$ cat config.mk
export PLATFORM = sky130hd
export DESIGN_NAME = uart_dbuf_tx
export DESIGN_NICKNAME = d
export VERILOG_FILES = /design/src/rtl/uart_dbuf_pkg.sv /design/src/rtl/uart_dbuf_prescaler.sv /design/src/rtl/uart_dbuf_holdreg.sv /design/src/rtl/uart_dbuf_shifter.sv /design/src/rtl/uart_dbuf_tx.sv
export SDC_FILE = /design/constraint.sdc
export NUM_CORES = 1
export LEC_CHECK = 0
export BUFFER_PORTS_ARGS = -buffer_cell sky130_fd_sc_hd__buf_2
export CORE_MARGIN = 2
export CORE_UTILIZATION = 45
export CTS_CLUSTER_SIZE = 30
export DETAILED_ROUTE_END_ITERATION = 6
export GPL_TIMING_DRIVEN = 0
export PLACE_DENSITY = 0.64
export SKIP_CTS_REPAIR_TIMING = 1
export SLEW_MARGIN = 5
export SYNTH_ARGS = -nofsm -noshare
export SYNTH_HDL_FRONTEND = slang
export SYNTH_SLANG_ARGS = --single-unit
$ cat constraint.sdc
create_clock -name clk -period 0.97 [get_ports clk]
set_input_delay 0.1455 -clock clk [delete_from_list [all_inputs] [get_ports clk]]
set_output_delay 0.1455 -clock clk [all_outputs]
set_load 0.05 [all_outputs]
$ cat src/rtl/uart_dbuf_pkg.sv
`timescale 1ns/1ps
package uart_dbuf_pkg;

  typedef enum logic [1:0] {
    TX_IDLE  = 2'd0,
    TX_ARMED = 2'd1,
    TX_SEND  = 2'd2
  } tx_state_e;

  typedef struct packed {
    logic nine_bits;
    logic parity;
    logic two_stop;
  } tx_cfg_t;

endpackage

$ cat src/rtl/uart_dbuf_prescaler.sv
`timescale 1ns/1ps
module uart_dbuf_prescaler #(
  parameter int PRESCALE = 16
) (
  input  logic clk,
  input  logic rst_n,
  input  logic tick,
  output logic ovf
);
  localparam int CNT_W = $clog2(PRESCALE);
  localparam logic [CNT_W-1:0] LAST = CNT_W'(PRESCALE - 1);

  logic [CNT_W-1:0] cnt_q, cnt_d;

  always_comb begin
    cnt_d = cnt_q;
    if (tick) cnt_d = (cnt_q == LAST) ? '0 : cnt_q + CNT_W'(1);
  end

  assign ovf = tick && (cnt_q == LAST);

  always_ff @(posedge clk or negedge rst_n) begin
    if (!rst_n) cnt_q <= '0;
    else        cnt_q <= cnt_d;
  end

  // an overflow always leaves the counter at zero
  a_r2_wrap: assert property (@(posedge clk) disable iff (!rst_n)
    ovf |=> (cnt_q == '0));

  // without a tick the count holds
  a_r2_hold: assert property (@(posedge clk) disable iff (!rst_n)
    !tick |=> $stable(cnt_q));
endmodule

$ cat src/rtl/uart_dbuf_holdreg.sv
`timescale 1ns/1ps
module uart_dbuf_holdreg #(
  parameter int DATA_W = 9
) (
  input  logic              clk,
  input  logic              rst_n,
  input  logic              wr_en,
  input  logic [DATA_W-1:0] wr_data,
  input  logic              take,
  output logic              full,
  output logic [DATA_W-1:0] data
);
  logic              full_q, full_d;
  logic [DATA_W-1:0] data_q;

  always_comb begin
    full_d = full_q;
    if (wr_en)     full_d = 1'b1;
    else if (take) full_d = 1'b0;
  end

  always_ff @(posedge clk or negedge rst_n) begin
    if (!rst_n) begin
      full_q <= 1'b0;
      data_q <= '0;
    end else begin
      full_q <= full_d;
      if (wr_en) data_q <= wr_data;
    end
  end

  assign full = full_q;
  assign data = data_q;

  // a write always leaves the newest word pending
  a_r9_write_fills: assert property (@(posedge clk) disable iff (!rst_n)
    wr_en |=> (full_q && data_q == $past(wr_data)));
endmodule

$ cat src/rtl/uart_dbuf_shifter.sv
`timescale 1ns/1ps
module uart_dbuf_shifter
  import uart_dbuf_pkg::*;
#(
  parameter int DATA_W = 9
) (
  input  logic              clk,
  input  logic              rst_n,
  input  logic              ovf,
  input  logic              run_en,
  input  logic              hold_full,
  input  logic [DATA_W-1:0] hold_data,
  input  tx_cfg_t           cfg,
  output logic              take,
  output logic              txd,
  output logic              buf_empty,
  output logic              tx_done
);
  localparam int FRAME_W = DATA_W + 3;
  localparam int REM_W   = $clog2(FRAME_W + 1);

  tx_state_e          state_q, state_d;
  logic [FRAME_W-1:0] frame_q, frame_d, frame_new;
  logic [REM_W-1:0]   rem_q, rem_d, total_new;
  logic               txd_q, txd_d, done_q, done_d, bufe_q;
  logic [DATA_W-1:0]  field;

  // frame image built from the held word and the live configuration
  always_comb begin
    field = hold_data;
    if (!cfg.nine_bits) field[DATA_W-1] = 1'b1;
    if (cfg.parity) begin
      if (cfg.nine_bits) field[DATA_W-1] = ^hold_data[DATA_W-2:0];
      else               field[DATA_W-2] = ^hold_data[DATA_W-3:0];
    end
    frame_new = {2'b11, field, 1'b0};
    total_new = REM_W'(1)
              + (cfg.nine_bits ? REM_W'(DATA_W) : REM_W'(DATA_W - 1))
              + (cfg.two_stop ? REM_W'(2) : REM_W'(1));
  end

  always_comb begin
    state_d = state_q;
    frame_d = frame_q;
    rem_d   = rem_q;
    txd_d   = txd_q;
    done_d  = 1'b0;
    take    = 1'b0;
    unique case (state_q)
      TX_IDLE: begin
        if (hold_full && run_en) begin
          take    = 1'b1;
          state_d = TX_ARMED;
          frame_d = frame_new;
          rem_d   = total_new - REM_W'(1);
        end
      end
      TX_ARMED: begin
        if (ovf && run_en) begin
          state_d = TX_SEND;
          txd_d   = frame_q[0];
          frame_d = {1'b1, frame_q[FRAME_W-1:1]};
        end
      end
      TX_SEND: begin
        if (ovf) begin
          if (rem_q == '0) begin
            if (hold_full && run_en) begin
              take    = 1'b1;
              txd_d   = frame_new[0];
              frame_d = {1'b1, frame_new[FRAME_W-1:1]};
              rem_d   = total_new - REM_W'(1);
            end else begin
              state_d = TX_IDLE;
              txd_d   = 1'b1;
            end
          end else begin
            txd_d   = frame_q[0];
            frame_d = {1'b1, frame_q[FRAME_W-1:1]};
            rem_d   = rem_q - REM_W'(1);
            done_d  = (rem_q == REM_W'(1));
          end
        end
      end
      default: state_d = TX_IDLE;
    endcase
  end

  always_ff @(posedge clk or negedge rst_n) begin
    if (!rst_n) begin
      state_q <= TX_IDLE;
      frame_q <= '1;
      rem_q   <= '0;
      txd_q   <= 1'b1;
      done_q  <= 1'b0;
      bufe_q  <= 1'b0;
    end else begin
      state_q <= state_d;
      frame_q <= frame_d;
      rem_q   <= rem_d;
      txd_q   <= txd_d;
      done_q  <= done_d;
      bufe_q  <= take;
    end
  end

  assign txd       = txd_q;
  assign buf_empty = bufe_q;
  assign tx_done   = done_q;

  // line is high outside an active frame
  a_r1_idle_high: assert property (@(posedge clk) disable iff (!rst_n)
    (state_q != TX_SEND) |-> txd_q);

  // the line only moves on a prescaler overflow
  a_r2_edge_on_ovf: assert property (@(posedge clk) disable iff (!rst_n)
    !$stable(txd_q) |-> $past(ovf));

  // completion pulse comes from an overflow inside a frame
  a_r7_done_in_frame: assert property (@(posedge clk) disable iff (!rst_n)
    done_q |-> ($past(ovf) && state_q == TX_SEND && rem_q == '0));
endmodule

$ cat src/rtl/uart_dbuf_tx.sv
`timescale 1ns/1ps
module uart_dbuf_tx
  import uart_dbuf_pkg::*;
#(
  parameter int DATA_W   = 9,
  parameter int PRESCALE = 16
) (
  input  logic              clk,
  input  logic              rst_n,
  input  logic              baud_tick,
  input  logic              run_en,
  input  logic              wr_en,
  input  logic [DATA_W-1:0] wr_data,
  input  logic              cfg_nine_bits,
  input  logic              cfg_parity,
  input  logic              cfg_two_stop,
  output logic              txd,
  output logic              irq_buf_empty,
  output logic              irq_tx_done
);
  logic [1:0]        rst_pipe_q;
  logic              rst_sync_n;
  logic              ovf, take, hold_full;
  logic [DATA_W-1:0] hold_data;
  tx_cfg_t           cfg;

  // asynchronous assertion, synchronous release
  always_ff @(posedge clk or negedge rst_n) begin
    if (!rst_n) rst_pipe_q <= 2'b00;
    else        rst_pipe_q <= {rst_pipe_q[0], 1'b1};
  end
  assign rst_sync_n = rst_pipe_q[1];

  assign cfg = '{nine_bits: cfg_nine_bits, parity: cfg_parity, two_stop: cfg_two_stop};

  uart_dbuf_prescaler #(.PRESCALE(PRESCALE)) u_presc (
    .clk(clk), .rst_n(rst_sync_n), .tick(baud_tick), .ovf(ovf)
  );

  uart_dbuf_holdreg #(.DATA_W(DATA_W)) u_hold (
    .clk(clk), .rst_n(rst_sync_n), .wr_en(wr_en), .wr_data(wr_data),
    .take(take), .full(hold_full), .data(hold_data)
  );

  uart_dbuf_shifter #(.DATA_W(DATA_W)) u_shift (
    .clk(clk), .rst_n(rst_sync_n), .ovf(ovf), .run_en(run_en),
    .hold_full(hold_full), .hold_data(hold_data), .cfg(cfg),
    .take(take), .txd(txd), .buf_empty(irq_buf_empty), .tx_done(irq_tx_done)
  );

  // a buffer-empty pulse always consumes a held word
  a_r6_take_needs_word: assert property (@(posedge clk) disable iff (!rst_sync_n)
    irq_buf_empty |-> ($past(hold_full) && $past(run_en)));

  // nothing is taken while disabled
  a_r11_no_take_disabled: assert property (@(posedge clk) disable iff (!rst_sync_n)
    (!run_en && hold_full) |=> hold_full);
endmodule

==> results.yml <==
status:
  outcome: "finished with violations"
  violations: "setup timing"
timing:
  max_freq_mhz: 546
  relSlewSlack: 0.647
  period_share: 1.89
  hold_violations: 0
  fin_skew_ns: 0.00778
  tns_ns: -12.84
  setup_viol: 24
  worst_slew_pin_slew_ns: 0.529
  drv_slew: 0
  whs_ns: 0.0858
  rsz0062_at_grt: "true"
  post-route-min-period_ns: 1.83
  fin_ws_ns: -0.860
yosys:
  ys_seq_elements: 35
  ys.warnings.count: 0
  syn-instance-count: 192
  synth_enable_flop_cells: 0
  synth_top_cells_by_count: "dfrtp_1 (24), nand2_1 (23), nor2_1 (14), a21oi_1 (12), o21ai_0 (12)"
  syn-num-nets: 217
  synth_top_area_share: 0.315
  yosys.cell_count.top_type: "dfrtp_1"
  synthFlopType: "dfrtp_1"
  netlist_top_cells_area: "dfrtp_1 (31%), dfstp_2 (15%), mux2_2 (6.5%), ha_1 (5.2%), nand2_1 (4.5%)"
  syn_avg_cell_area_sq_um: 9.93
  synthDistinctLibCells: 41
  yosysTopAreaCell: "dfrtp_1"
  async_flop_share: 1.00
  ys_seq_area_frac: 0.467
  synth_area_sq_um: 1910
clock_tree:
  numCtsBuffers: 5
  htreeDepth: 2
  cts_root_buf: "clkbuf_8"
  cts_tree: "done"
  worstSkewPairLatency_ns: 0.29
  cts_buffer_depth: 2
  clock-sinks: 35
  clk_pin_slew_ns: 0.07
floorplan:
  ioPinCount: 20
  core_area_sq_um: 4030
  start_util: 0.473
  row_count: 23
  chipWidth_um: 69.1
  dieHeight_um: 69.1
  fp.dieArea_sq_um: 4770
route:
  dr.pass1.iters: 4
  drcViolationCount: 0
  vias_per_cell: 5.64
  wl_mm: 4.76
  wl_per_cell_um: 16.5
  ant_nets: 0
  vias: 1623
  dr.first_iter.drc_count: 93
critical_path:
  r2r-end: "u_shift.frame_q[8]"
  startpoint_type: "register"
  crit_start: "u_hold.data[4]"
  path_max_fanout: 4
  crit_arrival_ns: 2.05
  crit_required_ns: 1.18
  crit_end: "u_shift.frame_q[8]"
  r2r_cells: 5
  crit_type: "reg2reg"
  r2r_start: "u_hold.data[4]"
  r2r_slack_ns: -0.86
  crit_path_end_kind: "register"
grt:
  grt_busiest_layer: "met2"
  use_met2: 0.280
  use_met1: 0.266
  grt_pass1_wl_mm: 7.17
  grt_util_met3: 0.0482
  antenna_found_initial: 0
  grt_usage: 0.187
  grt_max_degree: 34
  grt_overflow: 0
  grt_pass1_vias: 1498
job:
  drv_cap: 0
place:
  post-place-ws_ns: -0.925
  routabilityCongestion: 0.837
  post_dp_cell_area_sq_um: 2190
  port_buffers: 17
  hpwl_mm: 2.90
power_and_ir_drop:
  p_per_area_nw_per_um2: 3360
  clockPowerShare: 0.141
  internal_power_mw: 5.41
  swShare: 0.420
  vdd_drop_max_mv: 1.47
  p_leak_nw: 1.15
  total_power_mw: 9.32
  netSwitchingPower_mw: 3.92
  p_comb_frac: 0.575
  p_seq_frac: 0.283
hold_path:
  hold_start: "wr_data[8]"
  hold_class: "in2reg"
finish:
  multi_input_area_sq_um: 1290
  drive_gt1_frac: 0.567
  regArea_sq_um: 897
  n_fill_cell: 312
  areaGrowthSynthToFinish_pct: 45.3
  postLayoutCellArea_sq_um: 2770
  antennaDiodeCount: 0
  nets: 262
-- cells in the final DEF, fill, tap and decap left out, drive strengths merged, types with 3 or more instances in the layout --
cell type and n:
inv 9, a21oi 12, nor2 14, mux2 11, nand2 24, clkbuf 8, buf 42, nand2b 4
ha 8, a221oi 8, dfrtp 24, nor3 4, o21ai 14, nand4 4, nand3 4, dfstp 11
o31ai 9, xnor2 3
-- state kept, by name, indices dropped and copies added, names as in the netlist --
name and count:
u_presc.cnt_q 4, u_shift.buf_empty 1, u_shift.state_q 2, u_hold.full 1, u_shift.rem_q 4, u_shift.tx_done 1, rst_pipe_q 2, u_shift.frame_q 10
u_shift.txd 1, u_hold.data 9
-- critical path: stages (launching register included) --
cell and delay (ns):
dfrtp_1 0.41, xnor3_1 0.39, xnor3_2 0.32, xnor2_4 0.17, a2111oi_4 0.35, o41ai_2 0.12
-- through the flow --
stage,cells,util
floorplan,192,-
global placement,259,0.543
detailed placement,259,0.543
CTS,267,0.571
global route,288,0.688
finish,288,0.688
-- final cells by class --
cell class                 instances  area share
timing repair buffer              38       0.107
clock inverter                     3      0.0158
buffer                             8      0.0257
tap                               50      0.0226
inverter                          10      0.0149
multi-input combinational        139       0.466
sequential                        35       0.324
clock buffer                       5      0.0248
-- how the worst min path moves through the flow --
stage	to	slack [ns]	depth (start not counted)
finish	u_hold.data[8]	0.09	2
detailed placement	rst_pipe_q[0]	-0.07	1
floorplan	rst_pipe_q[0]	-0.15	0
global route	u_hold.data[8]	0.06	2
global placement	rst_pipe_q[0]	-0.07	1
CTS	rst_pipe_q[1]	-0.38	1
-- metal layers --
metal,up-vias,routed length [um]
li1,784,-
met1,799,2120
met2,34,2410
met3,6,183
met4,0,42
met5,-,0
-- power by group through the flow --
stage | Clock, mW | Sequential (mW) | Combinational, mW
after floorplan | 0 | 2.58 | 2.77
after global placement | 0 | 2.53 | 3.40
after detailed placement | 0 | 2.55 | 3.56
after CTS | 1.35 | 2.54 | 3.56
after global routing | 1.45 | 2.71 | 5.83
final | 1.32 | 2.64 | 5.36
-- kinds of logic after synthesis --
| family | after synthesis | share of synthesized area |
|---|---|---|
| xor gates and xnor gates | 7 | 0.0472 |
| buffers and inverters | 18 | 0.0400 |
| DFF | 35 | 0.467 |
| and+or+nand+nor | 62 | 0.157 |
| other | 1 | 0.00197 |
| muxes | 12 | 0.0702 |
| AOI/OAI and AO/OA | 49 | 0.165 |
| adders and majority gates | 8 | 0.0525 |
No activity file was read; power rests on OpenSTA's default activity.
